==> src/rtl/div_pkg.sv <==
package div_pkg;
  typedef enum logic [1:0] {
    ST_IDLE = 2'd0,
    ST_PREP = 2'd1,
    ST_RUN  = 2'd2,
    ST_FIN  = 2'd3
  } div_state_e;
endpackage

==> src/rtl/div_prep.sv <==
// Operand conditioning: magnitudes, result sign, early-exit tests, loop length.
module div_prep #(
  parameter int W  = 32,
  parameter int CW = $clog2(W)
) (
  input  logic [W-1:0]  opa,
  input  logic [W-1:0]  opb,
  input  logic          sgn,
  output logic [W-1:0]  mag_a,
  output logic [W-1:0]  mag_b,
  output logic          neg_res,
  output logic          b_zero,
  output logic          b_gt_a,
  output logic [CW-1:0] shift
);
  logic [CW-1:0] lead_a, lead_b;

  always_comb begin
    mag_a   = (sgn && opa[W-1]) ? (~opa + 1'b1) : opa;
    mag_b   = (sgn && opb[W-1]) ? (~opb + 1'b1) : opb;
    neg_res = sgn && (opa[W-1] ^ opb[W-1]);
    b_zero  = (opb == '0);
    b_gt_a  = (mag_b > mag_a);
  end

  always_comb begin
    lead_a = '0;
    lead_b = '0;
    for (int i = 0; i < W; i++) begin
      if (mag_a[i]) lead_a = CW'(i);
      if (mag_b[i]) lead_b = CW'(i);
    end
    shift = lead_a - lead_b;
  end
endmodule

==> src/rtl/div_iter.sv <==
// Restoring loop: one quotient bit per step, divisor pre-aligned to the numerator.
module div_iter #(
  parameter int W  = 32,
  parameter int CW = $clog2(W)
) (
  input  logic          clk,
  input  logic          rst_n,
  input  logic          load,
  input  logic          step,
  input  logic [W-1:0]  mag_a,
  input  logic [W-1:0]  mag_b,
  input  logic [CW-1:0] shift,
  output logic [W-1:0]  q,
  output logic          last
);
  logic [W-1:0]  rem_q, rem_d, dsh_q, dsh_d, q_q, q_d;
  logic [CW-1:0] cnt_q, cnt_d;
  logic          en;

  assign en = load | step;

  always_comb begin
    rem_d = rem_q;
    dsh_d = dsh_q;
    q_d   = q_q;
    cnt_d = cnt_q;
    if (load) begin
      rem_d = mag_a;
      dsh_d = mag_b << shift;
      q_d   = '0;
      cnt_d = shift;
    end else if (step) begin
      if (rem_q >= dsh_q) begin
        rem_d = rem_q - dsh_q;
        q_d   = {q_q[W-2:0], 1'b1};
      end else begin
        q_d   = {q_q[W-2:0], 1'b0};
      end
      dsh_d = dsh_q >> 1;
      cnt_d = cnt_q - 1'b1;
    end
  end

  always_ff @(posedge clk or negedge rst_n) begin
    if (!rst_n) begin
      rem_q <= '0;
      dsh_q <= '0;
      q_q   <= '0;
      cnt_q <= '0;
    end else if (en) begin
      rem_q <= rem_d;
      dsh_q <= dsh_d;
      q_q   <= q_d;
      cnt_q <= cnt_d;
    end
  end

  assign q    = q_q;
  assign last = (cnt_q == '0);
endmodule

==> src/rtl/int_divider.sv <==
module int_divider
  import div_pkg::*;
#(
  parameter int W = 32
) (
  input  logic         clk,
  input  logic         rst_n,
  input  logic         start,
  input  logic         is_signed,
  input  logic [W-1:0] numer,
  input  logic [W-1:0] denom,
  output logic         busy,
  output logic         done,
  output logic         div_by_zero,
  output logic [W-1:0] quotient
);
  localparam int CW = $clog2(W);

  div_state_e    st_q, st_d;
  logic [W-1:0]  a_q, b_q;
  logic          sgn_q, zres_q, zres_d;
  logic [W-1:0]  mag_a, mag_b, q_raw, res_d, quo_q;
  logic          neg_res, b_zero, b_gt_a, last;
  logic [CW-1:0] shift;
  logic          accept, load, step, fin;
  logic          done_q, dbz_q;

  assign accept = start && (st_q == ST_IDLE);
  assign fin    = (st_q == ST_FIN);

  div_prep #(.W(W), .CW(CW)) u_prep (
    .opa(a_q), .opb(b_q), .sgn(sgn_q),
    .mag_a(mag_a), .mag_b(mag_b), .neg_res(neg_res),
    .b_zero(b_zero), .b_gt_a(b_gt_a), .shift(shift)
  );

  div_iter #(.W(W), .CW(CW)) u_iter (
    .clk(clk), .rst_n(rst_n), .load(load), .step(step),
    .mag_a(mag_a), .mag_b(mag_b), .shift(shift),
    .q(q_raw), .last(last)
  );

  always_comb begin
    st_d   = st_q;
    zres_d = zres_q;
    load   = 1'b0;
    step   = 1'b0;
    case (st_q)
      ST_IDLE: if (start) st_d = ST_PREP;
      ST_PREP: begin
        if (b_zero || b_gt_a) begin
          zres_d = 1'b1;
          st_d   = ST_FIN;
        end else begin
          zres_d = 1'b0;
          load   = 1'b1;
          st_d   = ST_RUN;
        end
      end
      ST_RUN: begin
        step = 1'b1;
        if (last) st_d = ST_FIN;
      end
      ST_FIN:  st_d = ST_IDLE;
      default: st_d = ST_IDLE;
    endcase
  end

  always_comb begin
    if (zres_q)       res_d = '0;
    else if (neg_res) res_d = ~q_raw + 1'b1;
    else              res_d = q_raw;
  end

  always_ff @(posedge clk or negedge rst_n) begin
    if (!rst_n) begin
      st_q   <= ST_IDLE;
      zres_q <= 1'b0;
      done_q <= 1'b0;
      dbz_q  <= 1'b0;
    end else begin
      st_q   <= st_d;
      zres_q <= zres_d;
      done_q <= fin;
      dbz_q  <= fin && b_zero;
    end
  end

  always_ff @(posedge clk or negedge rst_n) begin
    if (!rst_n) begin
      a_q   <= '0;
      b_q   <= '0;
      sgn_q <= 1'b0;
    end else if (accept) begin
      a_q   <= numer;
      b_q   <= denom;
      sgn_q <= is_signed;
    end
  end

  always_ff @(posedge clk or negedge rst_n) begin
    if (!rst_n)   quo_q <= '0;
    else if (fin) quo_q <= res_d;
  end

  assign busy        = (st_q != ST_IDLE);
  assign done        = done_q;
  assign div_by_zero = dbz_q;
  assign quotient    = quo_q;
endmodule

==> config.mk <==
export PLATFORM = sky130hd
export DESIGN_NAME = int_divider
export DESIGN_NICKNAME = d
export VERILOG_FILES = /design/src/rtl/div_pkg.sv /design/src/rtl/div_prep.sv /design/src/rtl/div_iter.sv /design/src/rtl/int_divider.sv
export SDC_FILE = /design/constraint.sdc
export NUM_CORES = 1
export LEC_CHECK = 0
export BUFFER_PORTS_ARGS = -buffer_cell sky130_fd_sc_hd__buf_2
export CORE_ASPECT_RATIO = 1.1
export CORE_MARGIN = 10
export CORE_UTILIZATION = 45
export CTS_CLUSTER_DIAMETER = 120
export CTS_CLUSTER_SIZE = 30
export DETAILED_ROUTE_END_ITERATION = 8
export GPL_TIMING_DRIVEN = 0
export HOLD_SLACK_MARGIN = 0.08
export SYNTH_ARGS = -nofsm -noshare
export SYNTH_HDL_FRONTEND = slang
export SYNTH_SLANG_ARGS = --single-unit
==> constraint.sdc <==
create_clock -name clk -period 7.5 [get_ports clk]
set_input_delay 0.375 -clock clk [delete_from_list [all_inputs] [get_ports clk]]
set_output_delay 0.375 -clock clk [all_outputs]
set_load 0.05 [all_outputs]
==> results.txt, run 1 <==
- Run status: finished, final reports clean
- The cell count after synthesis came out at 1,790.
* Maximum clock rate: 0.141 GHz
- Number of different library cells in the post-synthesis netlist: 80
- Sort of element at the end of the critical path: flop
- Final setup skew: 0.0530 ns
- Final routed wire length divided by cell count: 20.4 um
* Largest net degree at the start of global routing: 117
- The later pin in the worst-skew pair is clocked with a latency of 0.50 ns.
- Core Region: 0.0344 mm^2
* Delay of the slowest critical-path stage: 0.52 ns
- GRT overflow: 0
- Measured along the y axis, the die boundary spans 216 um.
* Horiz. Die Dim: 198 um
- Mux share of post-synthesis cell area: 14.4%
* TritonCTS clock tree: yes
- Area share of xor/xnor cells in the synthesized design: 6.95%
- Critical Path RT: 7.87 ns
- When the netlist entered floorplanning its net count stood at 1,936.
- Summing the areas of all compound-gate instances in the mapped netlist gives 18.8% of the synthesized area.
* Number of register bits inferred by synthesis: 203
* Post-route setup TNS: 0 ns
- Max-slew headroom: 10.6%
- Number of antenna repair diodes: 0
- The number of failing hold endpoints at the final stage came to 0.
- By area, the combinational part of the netlist is dominated by compound AO/OA/AOI/OAI gates.
- Counting stages on the worst path, the most repeated cell is sky130_fd_sc_hd__o21ai_0.
- Avg Synthesized Cell Area: 8.79 um^2
- Sequential cell area fraction in the yosys report: 32.3%
- TritonCTS created 11 clock buffers.
* Root buffer selected by CTS: sky130_fd_sc_hd__clkbuf_16
* Final period demand of the worst path: 7.08 ns
* Number of max-capacitance violations reported: 0
- Synth top area cells: sky130_fd_sc_hd__dfrtp_1, sky130_fd_sc_hd__mux2i_1, sky130_fd_sc_hd__ha_1
- After detailed routing, the number of vias per cell comes to 5.90.
- Number of enable-type register cells in the synthesized netlist: 0
- The synthesized design spends more area on one cell type than any other, namely sky130_fd_sc_hd__dfrtp_1.
* Setup repair after global routing missed its margin: no
- Data arrives at the worst endpoint at 7.44 ns.
- Setup violation total in the final timing report: 0
- By startpoint and endpoint, the worst setup path is classified as flop to flop.
- # IOs: 103
* Half-perimeter wire length of the detailed placement result: 37.9 mm
- Clk buf depth: 3
- Relative to the synthesized area, the layout overhead comes to 9.33%.
- For this configuration, the core starts out at a cell density of 45.8%.
- Of the available clock period, the critical path in the final layout requires 94.4%.
- Biggest fanout along the worst timing path: 10
- TritonCTS sink count: 203
- After filler insertion, the fill cell instance count of the layout stands at 3,317.
- The final layout contains 2,053 nets.
- The final number of max-transition violations came to 0.
- Share of cells above drive strength 1: 12.6%
- Simple-gate share of the synthesized area: 15.6%
- The die covers 0.0429 mm^2.
- The first global-routing pass estimated 76.6 mm of wire.
- Overall global routing resource usage: 22.1%
* Adder-cell area share of the yosys netlist: 6.30%
* Worst Max-Slew Pin Slew: 1.33 ns
- First drt pass iteration count: 7
- Critical path launch point type: flop
* Residual DRC count: 0
- Area of the multi-input gates: 0.00978 mm^2
- Share of the synthesized area in the top cell type: 32.3%
- Across all layers, the routed design uses 13,800 vias.
- The detail route stage leaves a number of antenna-violating nets equal to 0.
* Via count of the first global-routing pass: 13,700
* Number of standard-cell rows in the floorplan: 71
- Port Buffers: 102
* Cell type of the slowest stage on the worst timing path: sky130_fd_sc_hd__fa_1
* Ys flop type: sky130_fd_sc_hd__dfrtp_1
* Clk pin slew, worst setup/hold paths: 0.12 ns
- The cell area that synthesis handed to floorplanning was 0.0157 mm^2.
- H-tree lvl count: 1
- Detailed Route WL: 48.0 mm
- Summing all flip-flop and latch instances after layout gives 0.00508 mm^2.
- The number of antenna violations at the first check in global routing was 0.
- The path class of the tightest hold or removal check is input pin to flop.
- Total of warnings raised by yosys: 0
- Of all flip-flops after synthesis, the portion carrying an async set or reset was 100%.
- Placer Congestion: 0.959
* Number of DRC markers in iteration 0: 1,084
==> state kept, by name (all words and copies together), names as in the netlist <==
signal / count
b_q: 32
done: 1
u_iter.cnt_q: 5
u_iter.q: 32
quotient: 32
sgn_q: 1
u_iter.dsh_q: 32
st_q: 2
a_q: 32
zres_q: 1
div_by_zero: 1
u_iter.rem_q: 32
==> worst max-delay path, delay by kind of cell, from the launching register on <==
| family | cells | cell delay [ns] |
|---|---|---|
| AOI/OAI and AO/OA | 12 | 2.45 |
| and+or+nand+nor | 3 | 0.42 |
| buffers and inverters | 5 | 2.07 |
| DFF | 1 | 0.46 |
| adders and majority gates | 2 | 0.79 |
| muxes | 3 | 0.76 |
==> worst paths after layout <==
path	to	slack [ns]	startpoint	cells past startpoint
setup / recovery	u_iter.dsh_q[28]$_DFFE_PN0P_	0.42	sgn_q$_DFFE_PN0P_	25
hold / removal	a_q[26]$_DFFE_PN0P_	0.09	numer[26]	2
hold reg to reg	quotient[0]$_DFFE_PN0P_	0.49	zres_q$_DFFE_PN0N_	1
setup reg to reg	u_iter.dsh_q[28]$_DFFE_PN0P_	0.42	sgn_q$_DFFE_PN0P_	25
min in group asynchronous	quotient[14]$_DFFE_PN0P_	0.46	rst_n	2
max in group asynchronous	a_q[8]$_DFFE_PN0P_	6.03	rst_n	3
==> cell usage in the layout, fill, tap and decap left out, drive strengths merged, types with 6 or more instances in the layout <==
master | netlist | layout
a211oi | 23 | 23
a21boi | 10 | 10
a21o | 26 | 26
a21oi | 120 | 120
a22oi | 7 | 7
a31oi | 16 | 16
a41oi | 8 | 8
and2 | 9 | 9
and3 | 9 | 9
buf | 18 | 119
clkbuf | 91 | 105
dfrtp | 203 | 203
ha | 76 | 76
inv | 122 | 122
mux2 | 78 | 78
mux2i | 111 | 111
mux4 | 12 | 12
nand2 | 110 | 110
nand2b | 17 | 17
nand3 | 29 | 29
nand3b | 8 | 8
nand4 | 24 | 24
nor2 | 141 | 141
nor2b | 20 | 20
nor3 | 46 | 46
nor4 | 26 | 26
nor4b | 6 | 6
o211ai | 13 | 13
o21a | 13 | 13
o21ai | 96 | 96
o21bai | 6 | 6
o22ai | 49 | 49
o31ai | 19 | 19
o41ai | 8 | 8
or2 | 7 | 7
or3 | 11 | 11
or4 | 18 | 18
xnor2 | 62 | 62
xor2 | 62 | 62
==> cells by family (layout without fill, tap and decap cells) <==
| logic type | Yosys count | in the layout |
|---|---|---|
| simple gates | 489 | 489 |
| compound gates | 463 | 463 |
| buf+inv | 232 | 350 |
| flops | 203 | 203 |
| mux | 201 | 201 |
| xor+xnor | 124 | 124 |
| fa+ha+maj | 78 | 78 |
==> area by class of cell <==
cell class | count | share of cell area [%]
multi-input combinational | 1355 | 56.8
timing repair buffer | 104 | 3.24
clock inverter | 2 | 0.349
clock buffer | 12 | 1.68
sequential | 203 | 29.5
inverter | 123 | 2.68
tap | 438 | 3.19
buffer | 109 | 2.51
==> stage by stage <==
stage	hold WS (ns)	utilization [%]	area (um^2)	setup slack, ns	instances
3_5_place_dp	0.417	49.0	16800	0.0199	2331
5_1_grt	0.0825	50.0	17200	0.0109	2346
2_1_floorplan	0.0794	-	15700	2.14	1790
4_1_cts	0.0880	50.0	17200	0.238	2346
6_report	0.0916	50.0	17200	0.422	2346
3_3_place_gp	0.460	48.9	16800	0.115	2330
==> routing by layer <==
metal	routed length, um	share of wire [%]	vias up	global-route usage, %
li1	-	-	6714	-
met1	21300	45	6693	29.2
met2	23000	48	361	37.1
met3	2270	4.7	65	2.54
met4	1320	2.8	0	6.39
met5	0	0	-	0
==> Yosys cell counts, drive strengths merged, types with 5 or more instances <==
| library cell | instances |
|---|---|
| a2111oi | 5 |
| a211oi | 23 |
| a21boi | 10 |
| a21o | 26 |
| a21oi | 120 |
| a22oi | 7 |
| a311oi | 5 |
| a31oi | 16 |
| a41oi | 8 |
| and2 | 9 |
| and3 | 9 |
| buf | 18 |
| clkbuf | 91 |
| dfrtp | 203 |
| ha | 76 |
| inv | 122 |
| mux2 | 78 |
| mux2i | 111 |
| mux4 | 12 |
| nand2 | 110 |
| nand2b | 17 |
| nand3 | 29 |
| nand3b | 8 |
| nand4 | 24 |
| nor2 | 141 |
| nor2b | 20 |
| nor3 | 46 |
| nor4 | 26 |
| nor4b | 6 |
| o211ai | 13 |
| o21a | 13 |
| o21ai | 96 |
| o21bai | 6 |
| o22ai | 49 |
| o31a | 5 |
| o31ai | 19 |
| o41ai | 8 |
| or2 | 7 |
| or3 | 11 |
| or4 | 18 |
| xnor2 | 62 |
| xor2 | 62 |
==> what timing repair did <==
action / in CTS / in global routing
hold buffers: 1 / 0
buffers inserted: 0 / 0
endpoints found under the setup margin: 2 / 14
endpoints found under the hold margin: 87 / 0
gates resized for setup: 1 / 5
Power of run 1 is left out: the tool's default activity adds up to more than one toggle a clock period on the data nets, which glitch-free logic cannot reach.
==> run 2, diff against run 1 <==
--- a/config.mk
+++ b/config.mk
@@ -8,12 +8,14 @@
 export BUFFER_PORTS_ARGS = -buffer_cell sky130_fd_sc_hd__buf_2
 export CORE_ASPECT_RATIO = 1.1
 export CORE_MARGIN = 10
-export CORE_UTILIZATION = 45
+export CORE_UTILIZATION = 56
 export CTS_CLUSTER_DIAMETER = 120
 export CTS_CLUSTER_SIZE = 30
 export DETAILED_ROUTE_END_ITERATION = 8
 export GPL_TIMING_DRIVEN = 0
 export HOLD_SLACK_MARGIN = 0.08
+export PLACE_DENSITY = 0.75
+export REMOVE_ABC_BUFFERS = 1
 export SYNTH_ARGS = -nofsm -noshare
 export SYNTH_HDL_FRONTEND = slang
 export SYNTH_SLANG_ARGS = --single-unit
==> constraint.sdc (replaced) <==
create_clock -name clk -period 8.4 [get_ports clk]
set_input_delay 0.42 -clock clk [delete_from_list [all_inputs] [get_ports clk]]
set_output_delay 0.42 -clock clk [all_outputs]
set_load 0.05 [all_outputs]
==> run 2 against run 1 <==
Effect of this change: critical path depth is 2 lower; die area shrank 18%; flip-flop and latch count stayed put; sequential share of layout area rose by 0.33 points; critical path type unchanged; largest cell class unchanged.
==> results.txt, run 2 (same netlist as run 1, synthesis figures left out) <==
- Run status: finished, final reports clean (unchanged).
* Slew Viols, Final: 0 (unchanged)
- Overall global routing resource usage: 23.2% (was 22.1%)
- The height of the chip came to 196 um (was 216 um).
- The total via count after detailed routing is 13,800 (about the same).
* Critical path launch point type: flop (unchanged)
- The worst-case setup slack after placement is 0.553 ns (was 0.0199 ns).
- Detailed Route WL: 42.6 mm (was 48.0 mm)
* Hold Worst Slack: 0.145 ns (was 0.0916 ns)
* Share of cells above drive strength 1: 13.9% (was 12.6%)
* Reg-to-reg startpoint: a_q[0]$_DFFE_PN0P_ (was sgn_q$_DFFE_PN0P_)
- Data arrival time of the worst path: 8.37 ns (was 7.44 ns)
- Setup repair after global routing missed its margin: no (unchanged)
- Biggest fanout along the worst timing path: 29 (was 10)
- The final-layout fill cell count was 2,415 (was 3,317).
- Starting density of the core: 56.6% (was 45.8%)
* Number of gates resized after CTS: 0 (was 1)
- TritonCTS buffer count: 11 (unchanged)
* # IOs: 103 (unchanged)
- Floorplan die area: 0.0352 mm^2 (was 0.0429 mm^2)
- Horiz. Die Dim: 180 um (was 198 um)
- The endpoint type of the worst setup path is a flop (unchanged).
* Global routing met2 resource utilization: 39.4% (was 37.1%)
- The layout overhead on the synthesized area was 8.10% (was 9.33%).
- The post-layout net count came to 1,958 (was 2,053).
* Final routed wire length divided by cell count: 19.6 um (was 20.4 um)
- The number of antenna repair diodes is 0 (unchanged).
- Worst setup margin: 0.376 ns (was 0.422 ns)
* Crit Path Category: flop to flop (unchanged)
- Instance count after placement with tap cells included: 2,161 (was 2,331)
- The remaining global-route overflow is 0 (unchanged).
* Port Buffers: 102 (unchanged)
- The final standard cell utilization of the core is 61.2% (was 50.0%).
* Placer Congestion: 0.991 (was 0.959)
- Root buffer selected by CTS: sky130_fd_sc_hd__clkbuf_16 (unchanged)
* Non-filler instance count after layout: 2,176 (was 2,346)
* Source-to-sink clock delay at the later pin of the worst-skew pair: 0.50 ns (about the same)
- The number of buffers on the longest clock path is 3 (unchanged).
* First drt pass iteration count: 6 (was 7)
* Register-to-register path setup slack: 0.38 ns (was 0.42 ns)
- Worst Max-Slew Pin Slew: 1.26 ns (was 1.33 ns)
* Via count of the first global-routing pass: 13,300 (was 13,700)
* Number of max-capacitance violations reported: 0 (unchanged)
* TritonCTS clock tree: yes (unchanged)
- The end of the worst hold path was a_q[27]$_DFFE_PN0P_ (was a_q[26]$_DFFE_PN0P_).
- Residual DRC count: 0 (unchanged)
- Most frequent cells in the layout: sky130_fd_sc_hd__dfrtp_1, sky130_fd_sc_hd__nor2_1, sky130_fd_sc_hd__inv_1, sky130_fd_sc_hd__a21oi_1, sky130_fd_sc_hd__mux2i_1 (unchanged).
* Count of cells along the worst register-to-register path: 23 (was 25)
* Half-perimeter wire length of the detailed placement result: 32.4 mm (was 37.9 mm)
- The hold path depth is 2 (unchanged).
- The H-tree depth was 1 (unchanged).
* Number of antenna violations at the first check in global routing: 0 (unchanged)
- The total of endpoints with negative setup slack in the final report is 0 (unchanged).
* Highest-utilization routing layer at the global route stage: met2 (unchanged)
- The floorplan row count was 64 (was 71).
* Core Region: 0.0278 mm^2 (was 0.0344 mm^2)
- Final setup skew: 0.0296 ns (was 0.0530 ns)
- The top achievable clock speed was 0.125 GHz (was 0.141 GHz).
- Clk pin slew, worst setup/hold paths: 0.12 ns (about the same)
* M1 GR Usage: 30.1% (was 29.2%)
* Post-route clock period utilization: 95.5% (was 94.4%)
* Number of DRC markers in iteration 0: 1,352 (was 1,084)
* Final period demand of the worst path: 8.02 ns (was 7.08 ns)
- The largest net degree at the start of global routing is 114 (was 117).
- The wire length of the first global-routing pass came to 69.8 mm (was 76.6 mm).
* Critical Path RT: 8.75 ns (was 7.87 ns)
- Worst Min Path Start: numer[27] (was numer[26])
- The routing usage on met3 is 2.65% (was 2.54%).
- The class of the tightest hold or removal check is input pin to flop (unchanged).
* Number of vias per cell after detailed routing: 6.33 (was 5.90)
- The CTS sink count came to 203 (unchanged).
- Max-slew headroom: 16.2% (was 10.6%)
- Routed Antenna Nets: 0 (unchanged)
- The critical register-to-register path endpoint is u_iter.dsh_q[30]$_DFFE_PN0P_ (was u_iter.dsh_q[28]$_DFFE_PN0P_).
- Total count of hold-check failures in the final report: 0 (unchanged)
- The leading cell type in the layout, fill and taps excluded is sky130_fd_sc_hd__dfrtp_1 (unchanged).
==> run 2: through the flow <==
stage / cell area (um^2) / TNS, ns
final: 17000 / 0
after global routing: 17000 / 0
after CTS: 17000 / 0
after detailed placement: 16700 / 0
after global placement: 16300 / -904.21
after floorplan: 15300 / -369.23
==> run 2: how the worst max path moves through the flow <==
stage,from,to,slack (ns)
after global placement,b_q[4]$_DFFE_PN0P_,u_iter.dsh_q[31]$_DFFE_PN0P_,-11.72
after CTS,a_q[0]$_DFFE_PN0P_,u_iter.dsh_q[30]$_DFFE_PN0P_,0.56
after floorplan,b_q[4]$_DFFE_PN0P_,u_iter.dsh_q[31]$_DFFE_PN0P_,-5.01
final,a_q[0]$_DFFE_PN0P_,u_iter.dsh_q[30]$_DFFE_PN0P_,0.38
after detailed placement,a_q[0]$_DFFE_PN0P_,u_iter.dsh_q[30]$_DFFE_PN0P_,0.55
after global routing,a_q[0]$_DFFE_PN0P_,u_iter.dsh_q[30]$_DFFE_PN0P_,0.08
==> run 2: critical path: stages, from the launching register on <==
cell,delay (ns)
sky130_fd_sc_hd__dfrtp_1,0.49
sky130_fd_sc_hd__inv_1,0.20
sky130_fd_sc_hd__ha_1,0.22
sky130_fd_sc_hd__or4b_2,0.63
sky130_fd_sc_hd__or4_1,0.65
sky130_fd_sc_hd__or2_4,0.33
sky130_fd_sc_hd__o31a_1,0.26
sky130_fd_sc_hd__xnor2_1,0.67
sky130_fd_sc_hd__nand2_1,0.12
sky130_fd_sc_hd__nand2_1,0.11
sky130_fd_sc_hd__nand2_1,0.05
sky130_fd_sc_hd__o21ai_0,0.27
sky130_fd_sc_hd__a21boi_0,0.14
sky130_fd_sc_hd__ha_2,0.23
sky130_fd_sc_hd__fa_1,1.33
sky130_fd_sc_hd__inv_1,0.59
sky130_fd_sc_hd__and3_1,0.31
sky130_fd_sc_hd__a21oi_1,0.35
sky130_fd_sc_hd__nand2_1,0.10
sky130_fd_sc_hd__nand2_1,0.15
sky130_fd_sc_hd__nor2_1,0.06
sky130_fd_sc_hd__a21oi_1,0.33
sky130_fd_sc_hd__mux2_2,0.24
sky130_fd_sc_hd__mux2i_1,0.06
==> run 2: cell type report <==
cell class | instances | area (um^2) | share of cell area (%)
tap | 363 | 454 | 2.67
sequential | 203 | 5080 | 29.9
timing repair buffer | 118 | 840 | 4.94
clock inverter | 3 | 43.8 | 0.257
inverter | 123 | 462 | 2.71
clock buffer | 11 | 275 | 1.62
multi-input combinational | 1355 | 9860 | 57.9
==> run 2: layer usage <==
metal,wire length (um),vias up
met5,0,-
met3,2250,98
met1,18400,6666
met4,1530,0
li1,-,6512
met2,20400,488
==> run 2: what timing repair did <==
action / in CTS / in global routing
hold endpoints to repair: 100 / 0
hold buffers: 1 / 0
endpoints found under the setup margin: 0 / 0
setup buffers: 0 / 0
Power of run 2 is left out for the same reason.
==> run 3, diff against run 2 <==
--- a/config.mk
+++ b/config.mk
@@ -6,15 +6,17 @@
 export NUM_CORES = 1
 export LEC_CHECK = 0
 export BUFFER_PORTS_ARGS = -buffer_cell sky130_fd_sc_hd__buf_2
+export CELL_PAD_IN_SITES_DETAIL_PLACEMENT = 0
+export CELL_PAD_IN_SITES_GLOBAL_PLACEMENT = 1
 export CORE_ASPECT_RATIO = 1.1
 export CORE_MARGIN = 10
-export CORE_UTILIZATION = 56
+export CORE_UTILIZATION = 52
 export CTS_CLUSTER_DIAMETER = 120
 export CTS_CLUSTER_SIZE = 30
 export DETAILED_ROUTE_END_ITERATION = 8
 export GPL_TIMING_DRIVEN = 0
 export HOLD_SLACK_MARGIN = 0.08
-export PLACE_DENSITY = 0.75
+export PLACE_DENSITY_LB_ADDON = 0.1
 export REMOVE_ABC_BUFFERS = 1
 export SYNTH_ARGS = -nofsm -noshare
 export SYNTH_HDL_FRONTEND = slang
==> run 3 against run 2 <==
Effect of this change: core utilization down 4.0 points; via count fell by 1.7%; cell count grew 0.46%; critical endpoint unchanged.
==> results.txt, run 3 (same netlist as run 1, synthesis figures left out) <==
- The source-to-sink clock delay at the later pin of the worst-skew pair was 0.49 ns (was 0.50 ns).
- Detailed Route WL: 44.2 mm (was 42.6 mm)
- The count of non-filler cells in the finished layout is 2,186 (was 2,176).
- The total of endpoints with negative setup slack in the final report came to 0 (unchanged).
* Number of buffers inserted by post-CTS setup repair: 0 (unchanged)
- The startpoint of the most critical register-to-register path is a_q[0]$_DFFE_PN0P_ (unchanged).
- The cell count after placement came to 2,172 (was 2,161).
- Biggest fanout along the worst timing path: 29 (unchanged)
* Crit Path Category: flop to flop (unchanged)
* Port Buffers: 102 (unchanged)
- The final design area excluding fillers is 0.0170 mm^2 (about the same).
- The starting density of the core is 52.9% (was 56.6%).
* Delay of the slowest critical-path stage: 1.33 ns (about the same)
- Critical path launch point type: flop (unchanged)
* Setup repair after global routing missed its margin: no (unchanged)
- Clk pin slew, worst setup/hold paths: 0.13 ns (was 0.12 ns)
- Clk buf depth: 3 (unchanged)
- Number of antenna violations at the first check in global routing: 1 (was 0)
* Core Region: 0.0297 mm^2 (was 0.0278 mm^2)
- Post-route clock period utilization: 95.7% (was 95.5%)
- Height of the die: 202 um (was 196 um)
- The floorplan row count was 66 (was 64).
* TritonCTS clock tree: yes (unchanged)
- Largest net degree at the start of global routing: 107 (was 114)
* Most frequent cells in the layout: sky130_fd_sc_hd__dfrtp_1, sky130_fd_sc_hd__nor2_1, sky130_fd_sc_hd__inv_1, sky130_fd_sc_hd__a21oi_1, sky130_fd_sc_hd__mux2i_1 (unchanged)
* Critical Path Start: a_q[0]$_DFFE_PN0P_ (unchanged)
- The number of maximum-capacitance constraint violations is 0 (unchanged).
- H-tree lvl count: 1 (unchanged)
- Floorplan die area: 0.0376 mm^2 (was 0.0352 mm^2)
* Total count of hold-check failures in the final report: 0 (unchanged)
- Worst R2R End: u_iter.dsh_q[30]$_DFFE_PN0P_ (unchanged)
- The number of cells on the critical path was 23 (unchanged).
- The instance area at placement is 0.0167 mm^2 (unchanged).
- The depth of the most critical reg-to-reg path is 23 (unchanged).
- The critical path buffer and inverter count was 2 (unchanged).
- TritonCTS sink count: 203 (unchanged)
- The worst path arrival time is 8.41 ns (was 8.37 ns).
* Number of vias per cell after detailed routing: 6.19 (was 6.33)
* First drt pass iteration count: 5 (was 6)
- Maximum clock rate: 0.124 GHz (was 0.125 GHz)
- The worst max-slew margin expressed relative to the limit is 15.6% (was 16.2%).
- The cell repeated most along the worst path is sky130_fd_sc_hd__nand2_1 (unchanged).
- Cell type of the slowest stage on the worst timing path: sky130_fd_sc_hd__fa_1 (unchanged)
- Cell type group with the largest total delay on the critical path: simple AND/OR/NAND/NOR gates (unchanged)
- The cell at the root of the clock tree was sky130_fd_sc_hd__clkbuf_16 (unchanged).
- Placer Congestion: 0.915 (was 0.991)
- The wire length of the first global-routing pass came to 71.4 mm (was 69.8 mm).
* Register-to-register path setup slack: 0.36 ns (was 0.38 ns)
* Final setup skew: 0.0171 ns (was 0.0296 ns)
- Critical Path End: u_iter.dsh_q[30]$_DFFE_PN0P_ (unchanged)
- Run status: finished, final reports clean (unchanged).
* Half-perimeter wire length of the detailed placement result: 33.6 mm (was 32.4 mm)
- GRT overflow: 0 (unchanged)
- Critical Path RT: 8.77 ns (was 8.75 ns)
- The leading cell type in the layout, fill and taps excluded is sky130_fd_sc_hd__dfrtp_1 (unchanged).
- The number of antenna repair diodes came to 0 (unchanged).
* Growth of design area from synthesis to finish: 8.05% (was 8.10%)
- Final core utilization: 57.2% (was 61.2%)
* Worst Max-Slew Pin Slew: 1.27 ns (was 1.26 ns)
- The via count of the first global-routing pass was 13,200 (was 13,300).
- The number of nets still failing antenna checks after routing came to 0 (unchanged).
- The top-level port count was 103 (unchanged).
- The initial DRC count came to 1,100 (was 1,352).
* Slew Viols, Final: 0 (unchanged)
- The mean routed wirelength per cell came to 20.2 um (was 19.6 um).
- TritonCTS buffer count: 10 (was 11)
* Share of cells above drive strength 1: 13.9% (about the same)
- The endpoint type of the worst setup path was a flop (unchanged).
- Final period demand of the worst path: 8.04 ns (was 8.02 ns)
- Total via count in the routed design: 13,500 (was 13,800)
* Nets: 1,957 (was 1,958)
* Hold WC Path Type: input pin to flop (unchanged)
* Crit-path cells: inv_1 -> ha_1 -> or4b_2 -> or4_1 -> or2_4 -> o31a_1 -> xnor2_1 -> nand2_1 -> nand2_1 -> nand2_1 -> o21ai_0 -> a21boi_0 -> ha_2 -> fa_1 -> inv_1 -> and3_1 -> a21oi_1 -> nand2_1 -> nand2_1 -> nor2_1 -> a21oi_1 -> mux2_2 -> mux2i_1 (unchanged)
- Overall global routing resource usage: 23.1% (was 23.2%)
* Horiz. Die Dim: 186 um (was 180 um)
- The detailed-route DRC error count is 0 (unchanged).
[run 3: cell count changes in the layout (fill, tap and decap cells not counted), sizes merged]
cell and delta:
bufinv +1, inv -2
[run 3: timing repair]
action / 4_1_cts / 5_1_grt
endpoints found under the hold margin: 105 / 0
hold buffers: 1 / 0
resized for setup: 0 / 0
[run 3: how the worst min path moves through the flow]
stage | from | endpoint | slack [ns] | cells after the start
floorplan | rst_n | a_q[0]$_DFFE_PN0P_ | 0.12 | 0
global placement | zres_q$_DFFE_PN0N_ | quotient[0]$_DFFE_PN0P_ | 0.45 | 1
detailed placement | zres_q$_DFFE_PN0N_ | quotient[0]$_DFFE_PN0P_ | 0.46 | 1
CTS | denom[9] | b_q[9]$_DFFE_PN0P_ | 0.15 | 2
global route | denom[9] | b_q[9]$_DFFE_PN0P_ | 0.14 | 2
finish | denom[9] | b_q[9]$_DFFE_PN0P_ | 0.16 | 2
[run 3: final cells by class]
| type | count | area (um^2) |
|---|---|---|
| well taps | 374 | 468 |
| clock inverters | 2 | 35.0 |
| multi-input cells | 1355 | 9860 |
| fillers | 2752 | 12700 |
| repair buffers | 118 | 826 |
| clock buffers | 11 | 275 |
| flip-flops and latches | 203 | 5080 |
| inverters | 123 | 462 |
[run 3: metrics by stage]
step,TNS [ns],hold WS (ns),setup slack [ns]
2_1_floorplan,-369.23,0.124,-5.01
3_3_place_gp,-967.86,0.453,-12.47
3_5_place_dp,0,0.465,0.422
4_1_cts,0,0.147,0.421
5_1_grt,0,0.145,0.0667
6_report,0,0.156,0.365
[run 3: routing by layer]
metal	GRT usage, %	wire [um]	vias to the layer above
met4	4.90	829	0
met1	31.0	19900	6579
met2	39.6	21600	363
met3	1.95	1830	58
met5	0	0	-
li1	-	-	6524
Power of run 3 is left out for the same reason.
